--- src/rtl/ctl_i2c_pkg.sv ---
package ctl_i2c_pkg;
  localparam int BYTE_W  = 8;
  localparam int CNT_W   = 4;
  localparam int CB_RUN  = 0;
  localparam int CB_WARM = 1;

  typedef enum logic [2:0] {
    ST_IDLE,
    ST_ADDR,
    ST_ADDR_ACK,
    ST_WR,
    ST_WR_ACK,
    ST_RD,
    ST_RD_ACK
  } fsm_e;
endpackage

--- src/rtl/ctl_line_filter.sv ---
module ctl_line_filter #(
  parameter int SYNC_STAGES = 2,
  parameter int FILT_LEN    = 3
) (
  input  logic clk,
  input  logic rst_n,
  input  logic line_i,
  output logic level_o,
  output logic rise_o,
  output logic fall_o
);
  logic [SYNC_STAGES-1:0] sync_q;
  logic [FILT_LEN-1:0]    hist_q;
  logic                   level_d;

  always_ff @(posedge clk or negedge rst_n) begin
    if (!rst_n) begin
      sync_q  <= '1;
      hist_q  <= '1;
      level_o <= 1'b1;
      level_d <= 1'b1;
    end else begin
      sync_q  <= {sync_q[SYNC_STAGES-2:0], line_i};
      hist_q  <= {hist_q[FILT_LEN-2:0], sync_q[SYNC_STAGES-1]};
      level_d <= level_o;
      if (&hist_q)
        level_o <= 1'b1;
      else if (~|hist_q)
        level_o <= 1'b0;
    end
  end

  assign rise_o = level_o & ~level_d;
  assign fall_o = ~level_o & level_d;
endmodule

--- src/rtl/ctl_cond_detect.sv ---
module ctl_cond_detect (
  input  logic scl_lvl,
  input  logic sda_rise,
  input  logic sda_fall,
  output logic start_o,
  output logic stop_o
);
  assign start_o = scl_lvl & sda_fall;
  assign stop_o  = scl_lvl & sda_rise;
endmodule

--- src/rtl/ctl_i2c_fsm.sv ---
module ctl_i2c_fsm
  import ctl_i2c_pkg::*;
(
  input  logic              clk,
  input  logic              rst_n,
  input  logic [6:0]        my_addr,
  input  logic              scl_rise,
  input  logic              scl_fall,
  input  logic              sda_lvl,
  input  logic              bus_start,
  input  logic              bus_stop,
  input  logic [BYTE_W-1:0] status_i,
  output logic              wr_valid,
  output logic [BYTE_W-1:0] wr_data,
  output logic              sda_pull,
  output logic              idle_o
);
  fsm_e              state;
  logic [CNT_W-1:0]  bit_cnt;
  logic [BYTE_W-1:0] rx_sh;
  logic [BYTE_W-1:0] tx_sh;
  logic              rw_q;
  logic              nack_q;
  logic              ack_drv;
  logic              rd_drv;
  logic              byte_done;

  assign byte_done = (bit_cnt == CNT_W'(BYTE_W));

  always_ff @(posedge clk or negedge rst_n) begin
    if (!rst_n) begin
      state    <= ST_IDLE;
      bit_cnt  <= '0;
      rx_sh    <= '0;
      tx_sh    <= '0;
      rw_q     <= 1'b0;
      nack_q   <= 1'b0;
      ack_drv  <= 1'b0;
      rd_drv   <= 1'b0;
      wr_valid <= 1'b0;
      wr_data  <= '0;
    end else begin
      wr_valid <= 1'b0;
      if (bus_start) begin
        state   <= ST_ADDR;
        bit_cnt <= '0;
        ack_drv <= 1'b0;
        rd_drv  <= 1'b0;
      end else if (bus_stop) begin
        state   <= ST_IDLE;
        ack_drv <= 1'b0;
        rd_drv  <= 1'b0;
      end else begin
        unique case (state)
          ST_IDLE: ;
          ST_ADDR: begin
            if (scl_rise) begin
              rx_sh   <= {rx_sh[BYTE_W-2:0], sda_lvl};
              bit_cnt <= bit_cnt + 1'b1;
            end else if (scl_fall && byte_done) begin
              if (rx_sh[BYTE_W-1:1] == my_addr) begin
                rw_q    <= rx_sh[0];
                ack_drv <= 1'b1;
                state   <= ST_ADDR_ACK;
              end else begin
                state <= ST_IDLE;
              end
            end
          end
          ST_ADDR_ACK: begin
            if (scl_fall) begin
              ack_drv <= 1'b0;
              bit_cnt <= '0;
              if (rw_q) begin
                tx_sh  <= status_i;
                rd_drv <= 1'b1;
                state  <= ST_RD;
              end else begin
                state <= ST_WR;
              end
            end
          end
          ST_WR: begin
            if (scl_rise) begin
              rx_sh   <= {rx_sh[BYTE_W-2:0], sda_lvl};
              bit_cnt <= bit_cnt + 1'b1;
            end else if (scl_fall && byte_done) begin
              wr_valid <= 1'b1;
              wr_data  <= rx_sh;
              ack_drv  <= 1'b1;
              state    <= ST_WR_ACK;
            end
          end
          ST_WR_ACK: begin
            if (scl_fall) begin
              ack_drv <= 1'b0;
              bit_cnt <= '0;
              state   <= ST_WR;
            end
          end
          ST_RD: begin
            if (scl_rise) begin
              bit_cnt <= bit_cnt + 1'b1;
            end else if (scl_fall) begin
              if (byte_done) begin
                rd_drv <= 1'b0;
                state  <= ST_RD_ACK;
              end else begin
                tx_sh <= {tx_sh[BYTE_W-2:0], 1'b0};
              end
            end
          end
          ST_RD_ACK: begin
            if (scl_rise) begin
              nack_q <= sda_lvl;
            end else if (scl_fall) begin
              if (nack_q) begin
                state <= ST_IDLE;
              end else begin
                tx_sh   <= status_i;
                rd_drv  <= 1'b1;
                bit_cnt <= '0;
                state   <= ST_RD;
              end
            end
          end
          default: state <= ST_IDLE;
        endcase
      end
    end
  end

  assign sda_pull = ack_drv | (rd_drv & ~tx_sh[BYTE_W-1]);
  assign idle_o   = (state == ST_IDLE);
endmodule

--- src/rtl/ctl_byte_reg.sv ---
module ctl_byte_reg
  import ctl_i2c_pkg::*;
(
  input  logic              clk,
  input  logic              rst_n,
  input  logic              wr_valid,
  input  logic [BYTE_W-1:0] wr_data,
  input  logic              hw_clear,
  output logic [BYTE_W-1:0] ctrl_o,
  output logic              start_req_o,
  output logic              stop_req_o
);
  logic run_d;

  always_ff @(posedge clk or negedge rst_n) begin
    if (!rst_n) begin
      ctrl_o <= '0;
      run_d  <= 1'b0;
    end else begin
      run_d <= ctrl_o[CB_RUN];
      if (wr_valid)
        ctrl_o <= wr_data;
      if (hw_clear)
        ctrl_o[CB_WARM] <= 1'b0;
    end
  end

  assign start_req_o = ctrl_o[CB_RUN] & ~run_d;
  assign stop_req_o  = ~ctrl_o[CB_RUN] & run_d;
endmodule

--- src/rtl/ctl_i2c_slave.sv ---
module ctl_i2c_slave
  import ctl_i2c_pkg::*;
#(
  parameter int         SYNC_STAGES = 2,
  parameter int         FILT_LEN    = 3,
  parameter logic [6:0] ADDR_BASE   = 7'h20
) (
  input  logic              clk,
  input  logic              rst_n,
  input  logic              scl_i,
  input  logic              sda_i,
  output logic              sda_pull_o,
  input  logic [2:0]        addr_sel_i,
  input  logic [BYTE_W-1:0] status_i,
  input  logic              card_answer_i,
  input  logic              card_mute_i,
  output logic [BYTE_W-1:0] ctrl_o,
  output logic              start_req_o,
  output logic              stop_req_o
);
  localparam int N_LINES = 2;
  localparam int L_SDA   = 0;
  localparam int L_SCL   = 1;

  logic [N_LINES-1:0] pad_lines;
  logic [N_LINES-1:0] line_lvl;
  logic [N_LINES-1:0] line_rise;
  logic [N_LINES-1:0] line_fall;
  logic               scl_rise;
  logic               scl_fall;
  logic               bus_start;
  logic               bus_stop;
  logic               wr_valid;
  logic [BYTE_W-1:0]  wr_data;
  logic               fsm_idle;
  logic               hw_clear;
  logic [6:0]         my_addr;

  assign pad_lines = {scl_i, sda_i};
  assign my_addr   = ADDR_BASE + {4'b0000, addr_sel_i};
  assign hw_clear  = card_answer_i | card_mute_i;

  for (genvar g = 0; g < N_LINES; g++) begin : g_line
    ctl_line_filter #(
      .SYNC_STAGES(SYNC_STAGES),
      .FILT_LEN   (FILT_LEN)
    ) u_filt (
      .clk    (clk),
      .rst_n  (rst_n),
      .line_i (pad_lines[g]),
      .level_o(line_lvl[g]),
      .rise_o (line_rise[g]),
      .fall_o (line_fall[g])
    );
  end

  assign scl_rise = line_rise[L_SCL];
  assign scl_fall = line_fall[L_SCL];

  ctl_cond_detect u_cond (
    .scl_lvl (line_lvl[L_SCL]),
    .sda_rise(line_rise[L_SDA]),
    .sda_fall(line_fall[L_SDA]),
    .start_o (bus_start),
    .stop_o  (bus_stop)
  );

  ctl_i2c_fsm u_fsm (
    .clk      (clk),
    .rst_n    (rst_n),
    .my_addr  (my_addr),
    .scl_rise (scl_rise),
    .scl_fall (scl_fall),
    .sda_lvl  (line_lvl[L_SDA]),
    .bus_start(bus_start),
    .bus_stop (bus_stop),
    .status_i (status_i),
    .wr_valid (wr_valid),
    .wr_data  (wr_data),
    .sda_pull (sda_pull_o),
    .idle_o   (fsm_idle)
  );

  ctl_byte_reg u_reg (
    .clk        (clk),
    .rst_n      (rst_n),
    .wr_valid   (wr_valid),
    .wr_data    (wr_data),
    .hw_clear   (hw_clear),
    .ctrl_o     (ctrl_o),
    .start_req_o(start_req_o),
    .stop_req_o (stop_req_o)
  );
endmodule

--- config.mk ---
export PLATFORM = sky130hd
export DESIGN_NAME = ctl_i2c_slave
export DESIGN_NICKNAME = d
export VERILOG_FILES = /design/src/rtl/ctl_i2c_pkg.sv /design/src/rtl/ctl_line_filter.sv /design/src/rtl/ctl_cond_detect.sv /design/src/rtl/ctl_i2c_fsm.sv /design/src/rtl/ctl_byte_reg.sv /design/src/rtl/ctl_i2c_slave.sv
export SDC_FILE = /design/constraint.sdc
export NUM_CORES = 1
export LEC_CHECK = 0
export ABC_AREA = 1
export BUFFER_PORTS_ARGS = -buffer_cell sky130_fd_sc_hd__buf_2
export CAP_MARGIN = 5
export CORE_MARGIN = 5
export CORE_UTILIZATION = 46
export CTS_BUF_LIST = sky130_fd_sc_hd__clkbuf_16
export DETAILED_ROUTE_END_ITERATION = 8
export GPL_TIMING_DRIVEN = 0
export SYNTH_ARGS = -nofsm -noshare
export SYNTH_HDL_FRONTEND = slang
export SYNTH_SLANG_ARGS = --single-unit
--- constraint.sdc ---
create_clock -name clk -period 1.9 [get_ports clk]
set_clock_uncertainty 0.15 [all_clocks]
set_input_delay 0.19 -clock clk [delete_from_list [all_inputs] [get_ports clk]]
set_output_delay 0.19 -clock clk [all_outputs]
set_load 0.02 [all_outputs]
==> results of run 1 <==
## flip-flops by register name (all words and copies together), names as in the netlist, 2 cells and up
signal and count:
g_line.u_filt.hist_q 6, g_line.u_filt.level_d 2, g_line.u_filt.level_o 2, g_line.u_filt.sync_q 4, u_fsm.bit_cnt 4, u_fsm.rx_sh 8
u_fsm.state 3, u_fsm.tx_sh 8, u_fsm.wr_data 8, u_reg.ctrl_o 8
## worst max-delay path: stages, from the launching register on
cell and delay [ns]:
dfstp_2 0.57, nand2_1 0.10, nor2_4 0.18, buf_4 0.14, nor2_2 0.04, nand2_1 0.06, nand2_1 0.06, nand2_2 0.10
nand2_1 0.08, nor2_2 0.13, nand2_1 0.06, nand2_1 0.05
## synthesized netlist by cell type, drive strengths merged
cell	n	area, µm²
nand2	98	375
dfrtp	45	1130
inv	45	169
nor2	38	185
o21ai	31	159
nand3	16	115
dfstp	14	368
a21oi	13	103
mux2	6	67.6
buf	5	40.0
nor3	5	25.0
ha	2	25.0
nand4	2	12.5
o211ai	2	15.0
a2111oi	1	8.76
a21o	1	7.51
a31oi	1	6.26
clkbuf	1	3.75
nor3b	1	7.51
xnor2	1	8.76
xor2	1	8.76
## per-layer routing
layer / vias to the layer above / GRT usage, % / part of all wire, %
li1: 1128 / - / -
met1: 1030 / 23.2 / 50
met2: 30 / 24.3 / 44
met3: 11 / 3.45 / 3.3
met4: 0 / 8.24 / 2.2
met5: - / 0 / 0
## power by group
group	internal [W]	total [W]	switching, W
logic	0.000267	0.000733	0.000466
clock network	0.00101	0.00159	0.000580
registers	0.00145	0.00157	0.000120
total	0.00273	0.00390	0.00117
## area by class of cell
cell class / instances / area share, %
inverter: 45 / 4.88
clock buffer: 9 / 6.51
timing repair buffer: 36 / 6.37
clock inverter: 7 / 1.95
sequential: 59 / 43.2
tap: 75 / 2.71
buffer: 5 / 1.12
multi-input combinational: 219 / 33.2
## kinds of logic (layout without fill, tap and decap cells)
logic type	count (synthesis)	in the layout	share of synthesized area, %
compound gates	49	49	10.5
xor+xnor	2	2	0.618
fa+ha+maj	2	2	0.882
buf+inv	51	102	7.50
flops	59	59	52.7
mux	6	6	2.38
simple gates	160	160	25.4
## cells in the final DEF, fill, tap and decap left out, types with 2 or more instances in the layout
master,count
dlygate4sd3_1,6
clkinv_1,2
o21ai_0,27
nand4_1,2
inv_1,39
nand3_1,12
clkbuf_16,9
mux2_2,6
nand2_2,6
dfstp_2,14
ha_1,2
inv_2,6
o21ai_1,3
nor3_1,5
nor2_4,5
nor2_1,26
buf_4,5
dfrtp_1,44
a21oi_2,7
buf_2,27
nand3_2,2
nand2_1,92
a21oi_1,5
nor2_2,7
nand3_4,2
o211ai_1,2
buf_6,2
## how the worst max path moves through the flow
stage	from	end	cells after the start
2_1_floorplan	g_line[1].u_filt.level_o	u_fsm.state[0]	10
3_3_place_gp	g_line[1].u_filt.level_o	u_fsm.wr_data[4]	8
5_1_grt	g_line[0].u_filt.level_o	u_fsm.state[0]	10
6_report	g_line[1].u_filt.level_o	u_fsm.state[2]	11
4_1_cts	u_fsm.bit_cnt[0]	u_fsm.state[2]	11
3_5_place_dp	g_line[1].u_filt.level_o	u_fsm.wr_data[4]	8
## timing repair
item                                    4_1_cts  5_1_grt
setup buffers                                 0        3
pin swaps                                     0        3
endpoints found under the hold margin         4       45
endpoints found under the setup margin        9       12
resized for setup                             1        9
hold buffers                                  5        1
## stage by stage
step	utilization (%)	area, µm²	std cells	setup WS (ns)	hold WS, ns
after detailed placement	51.5	3070	431	-0.0578	0.147
final	58.1	3460	455	0.126	0.0573
after global placement	51.5	3070	431	-0.0605	0.146
after global routing	58.1	3460	455	-0.0204	0.0884
after CTS	57.2	3410	451	0.0335	0.0455
after floorplan	-	2840	329	0.294	-0.256
==> metrics.md, run 1 <==
| Metric | Value |
|---|---|
| Outcome | `finished clean` |
| CP arrival | `1.89 ns` |
| Sum Neg Setup Slack | `0 ns` |
| Vias in the first global route | `2130` |
| TritonCTS sink count | `59` |
| Antenna diodes | `0` |
| Slew HR | `52.1%` |
| Final setup fails | `0` |
| Worst Reg-to-Reg Cells | `11` |
| Starting Density | `47.6%` |
| Clock transition at path regs | `0.05 ns` |
| Die X-Extent | `88.5 µm` |
| Sequential share of the synthesized area | `52.7%` |
| Static Leak | `1.74 nW` |
| CTS max path bufs | `2` |
| Hold Vio Cnt, Final | `0` |
| Routed via count | `2199` |
| Max Transition Viols Final | `0` |
| Worst-Margin Slew | `0.719 ns` |
| Cells after synthesis | `329` |
| GPL Wtd Cong | `0.845` |
| Layout cells sized above 1 | `27.9%` |
| CP Class | `flip-flop to flip-flop` |
| Sequential cell area | `0.00150 mm²` |
| Hpwl dp | `3950 µm` |
| Die Y | `88.5 µm` |
| Root buffer cell | `clkbuf_16` |
| IO buf count | `27` |
| Hold_sp | `status_i[1]` |
| Distinct cells, synth | `33` |
| Worst flop-to-flop path startpoint | `g_line[1].u_filt.level_o` |
| Power density over the cells | `1130 mW/mm²` |
| #FFs+latches synth | `59` |
| CTS tree | `built` |
| Hold Crit Endpoint | `u_fsm.tx_sh[1]` |
| Min cycle time layout | `1.77 ns` |
| Wire per inst | `12.2 µm` |
| Cell area after synthesis | `0.00284 mm²` |
| Io pins | `28` |
| Cell Rows | `28` |
| Post-DR vias/cell | `4.83` |
| R2r setup slk | `0.13 ns` |
| Filler Cell Count | `543` |
| Max frequency | `0.564 GHz` |
| RR Endpoint | `u_fsm.state[2]` |
| CP Max Fanout | `5` |
| Multi-input gate area | `0.00115 mm²` |
| RSZ-0062 raised after global routing | `true` |
| Worst-Skew Late Latency | `0.33 ns` |
| CP Data Required Time | `2.01 ns` |
| Worst Hold Class | `input port to flip-flop` |
| GRT Util Overall | `16.5%` |
| Total power | `0.00390 W` |
| Residual DRC | `0` |
| Avg Synthesized Cell Area | `8.62 µm²` |
| Drt first-iter violations | `93` |
| Syn nets | `348` |
| Largest net degree at the start of global routing | `60` |
| Num CTS Buffers | `9` |
| H-tree Lvls | `3` |
| Antenna violation net count after detailed routing | `0` |
| VDD IR-drop max | `0.000530 V` |
| Drt pass-1 iters | `4` |
| Hold depth | `5` |
| Max Cap Violations | `0` |
| Antenna violations before repair | `0` |
| Die Area | `0.00784 mm²` |
| Global-route wire length before repair | `9870 µm` |
| CP Launch Type | `flip-flop` |
| Final nets | `394` |
| Total grt overflow | `0` |
| Syn. warnings | `0` |
| Final period utilization | `93.4%` |
| Core box area | `0.00596 mm²` |
| Drt total wl | `5570 µm` |
| Crit path capture type | `flip-flop` |
| Area Overhead vs Synth | `22.0%` |
Note: power is estimated with default switching activity, not from simulation.
==> run 2, diff against run 1 <==
--- a/config.mk
+++ b/config.mk
@@ -6,12 +6,12 @@
 export NUM_CORES = 1
 export LEC_CHECK = 0
 export ABC_AREA = 1
-export BUFFER_PORTS_ARGS = -buffer_cell sky130_fd_sc_hd__buf_2
 export CAP_MARGIN = 5
 export CORE_MARGIN = 5
 export CORE_UTILIZATION = 46
 export CTS_BUF_LIST = sky130_fd_sc_hd__clkbuf_16
 export DETAILED_ROUTE_END_ITERATION = 8
+export DONT_BUFFER_PORTS = 1
 export GPL_TIMING_DRIVEN = 0
 export SYNTH_ARGS = -nofsm -noshare
 export SYNTH_HDL_FRONTEND = slang
==> constraint.sdc (replaced) <==
create_clock -name clk -period 2.04 [get_ports clk]
set_clock_uncertainty 0.15 [all_clocks]
set_input_delay 0.204 -clock clk [delete_from_list [all_inputs] [get_ports clk]]
set_output_delay 0.204 -clock clk [all_outputs]
set_load 0.02 [all_outputs]
==> metrics.md, run 2 (synthesis results as in run 1) <==
| Metric | Value |
|---|---|
| GPL Wtd Cong | `0.857 (+1.5%)` |
| Cell area after placement | `0.00293 mm² (-4.4%)` |
| Io pins | `28 (unchanged)` |
| Routed via count | `2113 (-3.9%)` |
| Die Area | `0.00784 mm² (unchanged)` |
| Worst-Margin Slew | `0.558 ns (-0.161 ns)` |
| Total buffers and inverters traversed by the critical path | `3 (+2)` |
| Final setup fails | `0 (unchanged)` |
| Most frequent cells in the layout | `nand2_1, dfrtp_1, inv_1` |
| Worst flop-to-flop path startpoint | `u_fsm.bit_cnt[0]` |
| Setup bufs post-CTS | `0 (unchanged)` |
| Crit path capture type | `flip-flop` |
| Post-DR vias/cell | `4.91 (+1.7%)` |
| Fin area | `0.00336 mm² (-3.0%)` |
| Global-route wire length before repair | `9790 µm (-0.83%)` |
| Layout cells sized above 1 | `20.3% (-7.6 points)` |
| Worst Hold Class | `input port to flip-flop` |
| CP Launch Type | `flip-flop` |
| Int Power | `0.00252 W (-7.7%)` |
| Sum Neg Setup Slack | `0 ns (unchanged)` |
| Core box area | `0.00596 mm² (unchanged)` |
| Final nets | `369 (-6.3%)` |
| CP arrival | `1.95 ns (+0.06 ns)` |
| Hold_sp | `status_i[2]` |
| CTS tree | `built` |
| Antenna diodes | `0 (unchanged)` |
| Root buffer cell | `clkbuf_16` |
| Net Sw Frac | `29.7% (-0.17 points)` |
| Starting Density | `47.6% (unchanged)` |
| VDD IR-drop max | `0.000832 V (+57%)` |
| Drt total wl | `5560 µm (-0.31%)` |
| TritonCTS sink count | `59 (unchanged)` |
| Cell Rows | `28 (unchanged)` |
| Drt first-iter violations | `106 (+14%)` |
| CP Cell Sequence | `inv_1 -> ha_1 -> nand2_1 -> nor2_4 -> nand2_1 -> inv_1 -> nand2_2 -> buf_2 -> o21ai_0` |
| Slew HR | `62.4% (+10 points)` |
| Max Transition Viols Final | `0 (unchanged)` |
| CP Class | `flip-flop to flip-flop` |
| Max frequency | `0.537 GHz (-4.8%)` |
| Largest net degree at the start of global routing | `60 (unchanged)` |
| Vias in the first global route | `2111 (-0.89%)` |
| Static Leak | `1.64 nW (-5.8%)` |
| IO buf count | `0 (-100%)` |
| RSZ-0062 raised after global routing | `false` |
| Antenna violation net count after detailed routing | `0 (unchanged)` |
| Hpwl dp | `3820 µm (-3.2%)` |
| Top delay family on crit path | `simple AND/OR/NAND/NOR gates` |
| Worst-Skew Late Latency | `0.32 ns (about the same)` |
| Drt pass-1 iters | `4 (unchanged)` |
| Die Y | `88.5 µm (unchanged)` |
| Comb pwr share | `18.2% (-0.6 points)` |
| Num CTS Buffers | `9 (unchanged)` |
| Die X-Extent | `88.5 µm (unchanged)` |
| Clock transition at path regs | `0.05 ns (about the same)` |
| Hold Vio Cnt, Final | `0 (unchanged)` |
| Final period utilization | `91.4% (-2.0 points)` |
| CP Max Fanout | `10 (+5)` |
| Max Cap Violations | `0 (unchanged)` |
| Worst path slowest cell | `dfrtp_1` |
| Clock power frac | `41.0% (+0.2 points)` |
| Residual DRC | `0 (unchanged)` |
| Wire per inst | `12.9 µm (+5.5%)` |
| Sequential fraction of design power | `40.9% (+0.5 points)` |
| Crit path largest cell delay | `0.43 ns (-0.14 ns)` |
| CP Data Required Time | `2.12 ns (+0.11 ns)` |
| GRT Util Overall | `16.4% (-0.17 points)` |
| NetSw | `0.00107 W (-8.4%)` |
| Total grt overflow | `0 (unchanged)` |
| Min cycle time layout | `1.86 ns (+0.0894 ns)` |
| H-tree Lvls | `3 (unchanged)` |
| CTS max path bufs | `2 (unchanged)` |
| Worst Setup SP | `u_fsm.bit_cnt[0]` |
| Area Overhead vs Synth | `18.3%` |
| Power density over the cells | `1070 mW/mm² (-5.0%)` |
| Antenna violations before repair | `0 (unchanged)` |
| Outcome | `finished clean` |
| Commonest non-fill, non-tap cell in the layout | `nand2_1` |
run 2: cell count changes in the layout (fill, tap and decap cells not counted), moves of 2 or more:
cell           change
buf_2             -25
buf_4              -4
dlygate4sd3_1      +4
inv_1              +4
inv_2              -3
clkinv_1           -2
nand2_1            +2
nand2_2            -2
run 2: through the flow:
stage                     cells  setup WS, ns  total power (W)  util (%)  hold WS, ns
after floorplan             329         0.434          0.00196         -       -0.242
after global placement      404         0.109          0.00208      49.2       -0.240
after detailed placement    404        0.0954          0.00209      49.2       -0.240
after CTS                   431        0.0721          0.00363      56.3      0.00809
after global routing        430        0.0241          0.00381      56.3       0.0213
final                       430         0.176          0.00359      56.3      0.00884
run 2: path summary, 6_finish.rpt:
kind,end,cells past startpoint,slack [ns]
worst max-delay path,u_fsm.wr_data[4],9,0.18
min in group asynchronous,u_reg.run_d,2,0.25
worst max register to register,u_fsm.wr_data[4],9,0.18
worst min-delay path,u_fsm.tx_sh[2],4,0.009
max in group asynchronous,g_line[0].u_filt.hist_q[1],2,1.19
worst min register to register,g_line[1].u_filt.hist_q[0],0,0.21
run 2: routing by layer:
layer  vias to the layer above  wire (µm)  share of wire, %  global-route usage (%)
met2                        44       2350                42                    25.0
met5                         -          0                 0                       0
li1                       1082          -                 -                       -
met1                       980       2820                51                    22.0
met3                         7        291               5.2                    4.38
met4                         0         91               1.6                    7.01
run 2: repair_timing:
item	CTS	global route
hold endpoints to repair	67	0
resized for setup	0	2
hold buffers	11	0
endpoints found under the setup margin	0	7
run 2: worst register-to-register path: cells and delay by family, from the launching register on:
kind	cells	cell delay [ns]
AND/OR/NAND/NOR	4	0.47
flip-flops	1	0.43
buffers and inverters	3	0.40
AO/OA/AOI/OAI	1	0.19
adder cells (fa/ha/maj)	1	0.14
run 2: cell type report:
cell class	instances	area, µm²
Clock buffer	9	225
Multi-Input combinational cell	219	1140
Clock inverter	7	68.8
Buffer	5	40.0
Inverter	45	169
Sequential cell	59	1490
Timing Repair Buffer	11	128
Fill cell	535	2600
Tap cell	75	93.8
run 2: power groups by stage:
stage	Sequential (W)	Clock [W]	Combinational [W]
2_1_floorplan	0.00145	0	0.000505
3_3_place_gp	0.00148	0	0.000600
3_5_place_dp	0.00148	0	0.000611
4_1_cts	0.00147	0.00151	0.000655
5_1_grt	0.00149	0.00156	0.000757
6_report	0.00147	0.00147	0.000651
==> run 3, diff against run 2 <==
--- a/config.mk
+++ b/config.mk
@@ -7,8 +7,8 @@
 export LEC_CHECK = 0
 export ABC_AREA = 1
 export CAP_MARGIN = 5
-export CORE_MARGIN = 5
-export CORE_UTILIZATION = 46
+export CORE_ASPECT_RATIO = 0.5
+export CORE_UTILIZATION = 41
 export CTS_BUF_LIST = sky130_fd_sc_hd__clkbuf_16
 export DETAILED_ROUTE_END_ITERATION = 8
 export DONT_BUFFER_PORTS = 1
==> metrics.md, run 3 (synthesis results as in run 1) <==
| Metric | Value |
|---|---|
| Multi-input gate area | `0.00113 mm² (-0.44%)` |
| Vias in the first global route | `1970 (-6.7%)` |
| CP Launch Type | `flip-flop` |
| Hpwl dp | `3730 µm (-2.3%)` |
| Core box area | `0.00636 mm² (+6.7%)` |
| Drt total wl | `5460 µm (-1.7%)` |
| Die Area | `0.00728 mm² (-7.2%)` |
| Antenna violations before repair | `0 (unchanged)` |
| Drt pass-1 iters | `4 (unchanged)` |
| Layout cells sized above 1 | `19.9% (-0.39 points)` |
| Routed via count | `2150 (+1.8%)` |
| Global-route wire length before repair | `9160 µm (-6.4%)` |
| Worst-Skew Late Latency | `0.33 ns (about the same)` |
| Place WS | `0.144 ns (+0.0486 ns)` |
| Crit path capture type | `flip-flop` |
| Total grt overflow | `0 (unchanged)` |
| Max frequency | `0.521 GHz (-2.9%)` |
| Residual DRC | `0 (unchanged)` |
| CP Max Fanout | `10 (unchanged)` |
| Setup bufs post-CTS | `0 (unchanged)` |
| Static Leak | `1.67 nW (+1.5%)` |
| VDD IR-drop max | `0.000678 V (-18%)` |
| Hold Vio Cnt, Final | `0 (unchanged)` |
| Io pins | `28 (unchanged)` |
| Post-DR vias/cell | `4.83 (-1.7%)` |
| Outcome | `finished clean` |
| Drt first-iter violations | `104 (-1.9%)` |
| Clock transition at path regs | `0.05 ns (about the same)` |
| Met2 routed WL | `2390 µm (+1.9%)` |
| CP Class | `flip-flop to flip-flop` |
| Slew HR | `66.2% (+3.8 points)` |
| Root buffer cell | `clkbuf_16` |
| H-tree Lvls | `3 (unchanged)` |
| Cell Rows | `20 (-29%)` |
| Min cycle time layout | `1.92 ns (+0.0566 ns)` |
| GPL Wtd Cong | `0.903 (+5.4%)` |
| IO buf count | `0 (unchanged)` |
| Commonest non-fill, non-tap cell in the layout | `nand2_1` |
| Starting Density | `44.6% (-3.0 points)` |
| M1 wire length | `2660 µm (-5.9%)` |
| Power density over the cells | `1110 mW/mm² (+4.1%)` |
| CP arrival | `2.04 ns (+0.09 ns)` |
| Antenna violation net count after detailed routing | `0 (unchanged)` |
| Largest net degree at the start of global routing | `60 (unchanged)` |
| Max Cap Violations | `0 (unchanged)` |
| Met3 wire length | `339 µm (+16%)` |
| Final period utilization | `94.1% (+2.8 points)` |
| Max Transition Viols Final | `0 (unchanged)` |
| CP Data Required Time | `2.16 ns (+0.04 ns)` |
| Antenna diodes | `0 (unchanged)` |
| Final setup margin | `0.120 ns (-0.0566 ns)` |
| Wire per inst | `12.3 µm (-5.1%)` |
| Worst-Margin Slew | `0.507 ns (-0.0516 ns)` |
| GRT Util Overall | `17.1% (+0.71 points)` |
| Die Y | `60.8 µm (-31%)` |
| Area Overhead vs Synth | `20.6%` |
| Sum Neg Setup Slack | `0 ns (unchanged)` |
| DR top layer | `met4` |
| TritonCTS sink count | `59 (unchanged)` |
| Worst Hold Class | `input port to flip-flop` |
| Num CTS Buffers | `9 (unchanged)` |
| Final nets | `371 (+0.54%)` |
| CTS tree | `built` |
| Sequential cell area | `0.00149 mm² (unchanged)` |
| Die X-Extent | `120 µm (+35%)` |
| RSZ-0062 raised after global routing | `false` |
| CTS max path bufs | `2 (unchanged)` |
| Final setup fails | `0 (unchanged)` |
| Most frequent cells in the layout | `nand2_1, dfrtp_1, inv_1` |
| Filler Cell Count | `592 (+11%)` |
[run 3: cell count changes in the layout (fill, tap and decap cells not counted), sizes merged]
cell         change
clkbuf           +1
clkinv           -2
bufinv           +2
dlygate4sd3      +1
[run 3: metrics by stage]
step / cell area (µm²) / hold WS [ns] / total power (W) / util [%] / cells
global route: 3420 / 0.0276 / 0.00403 / 53.8 / 445
CTS: 3420 / 0.00972 / 0.00385 / 53.8 / 445
floorplan: 2840 / -0.242 / 0.00196 / - / 329
detailed placement: 2950 / -0.240 / 0.00209 / 46.4 / 417
global placement: 2950 / -0.241 / 0.00207 / 46.4 / 417
finish: 3420 / 0.0151 / 0.00381 / 53.8 / 445
[run 3: critical path, cell delays in order (launching register included)]
cell	delay [ns]
dfrtp_1	0.31
clkbuf_1	0.40
nor2_1	0.09
a2111oi_0	0.30
dlygate4sd3_1	0.60
[run 3: worst paths after layout]
check,from,end,slack (ns),cells past startpoint
hold / removal,status_i[5],u_fsm.tx_sh[5],0.02,4
setup / recovery,u_fsm.wr_valid,u_reg.ctrl_o[1],0.12,4
max in group asynchronous,rst_n,g_line[1].u_filt.hist_q[1],1.18,2
setup reg to reg,u_fsm.wr_valid,u_reg.ctrl_o[1],0.12,4
min in group asynchronous,rst_n,u_fsm.rx_sh[7],0.26,2
hold reg to reg,g_line[0].u_filt.sync_q[0],g_line[0].u_filt.sync_q[1],0.20,0
[run 3: cell type report]
class	count	share of cell area [%]
multi-input cells	219	33.1
plain buffers	6	1.28
clock buffers	9	6.58
flip-flops and latches	59	43.7
inverters	45	4.94
well taps	88	3.22
clock inverters	7	3.22
repair buffers	12	4.02
[run 3: timing repair]
item	in CTS	in global routing
gates resized for setup	0	3
hold buffers	12	0
endpoints found under the setup margin	0	3
hold endpoints to repair	68	0
[run 3: power by group]
group / internal (W) / switching, W / total [W]
logic: 0.000229 / 0.000430 / 0.000659
clock network: 0.00118 / 0.000510 / 0.00169
registers: 0.00135 / 0.000108 / 0.00146
total: 0.00276 / 0.00105 / 0.00381
[run 3: layer usage]
metal | track usage [%] | up-vias
met1 | 21.4 | 993
met5 | 0 | -
met4 | 6.43 | 0
li1 | - | 1095
met2 | 26.6 | 54
met3 | 7.61 | 8
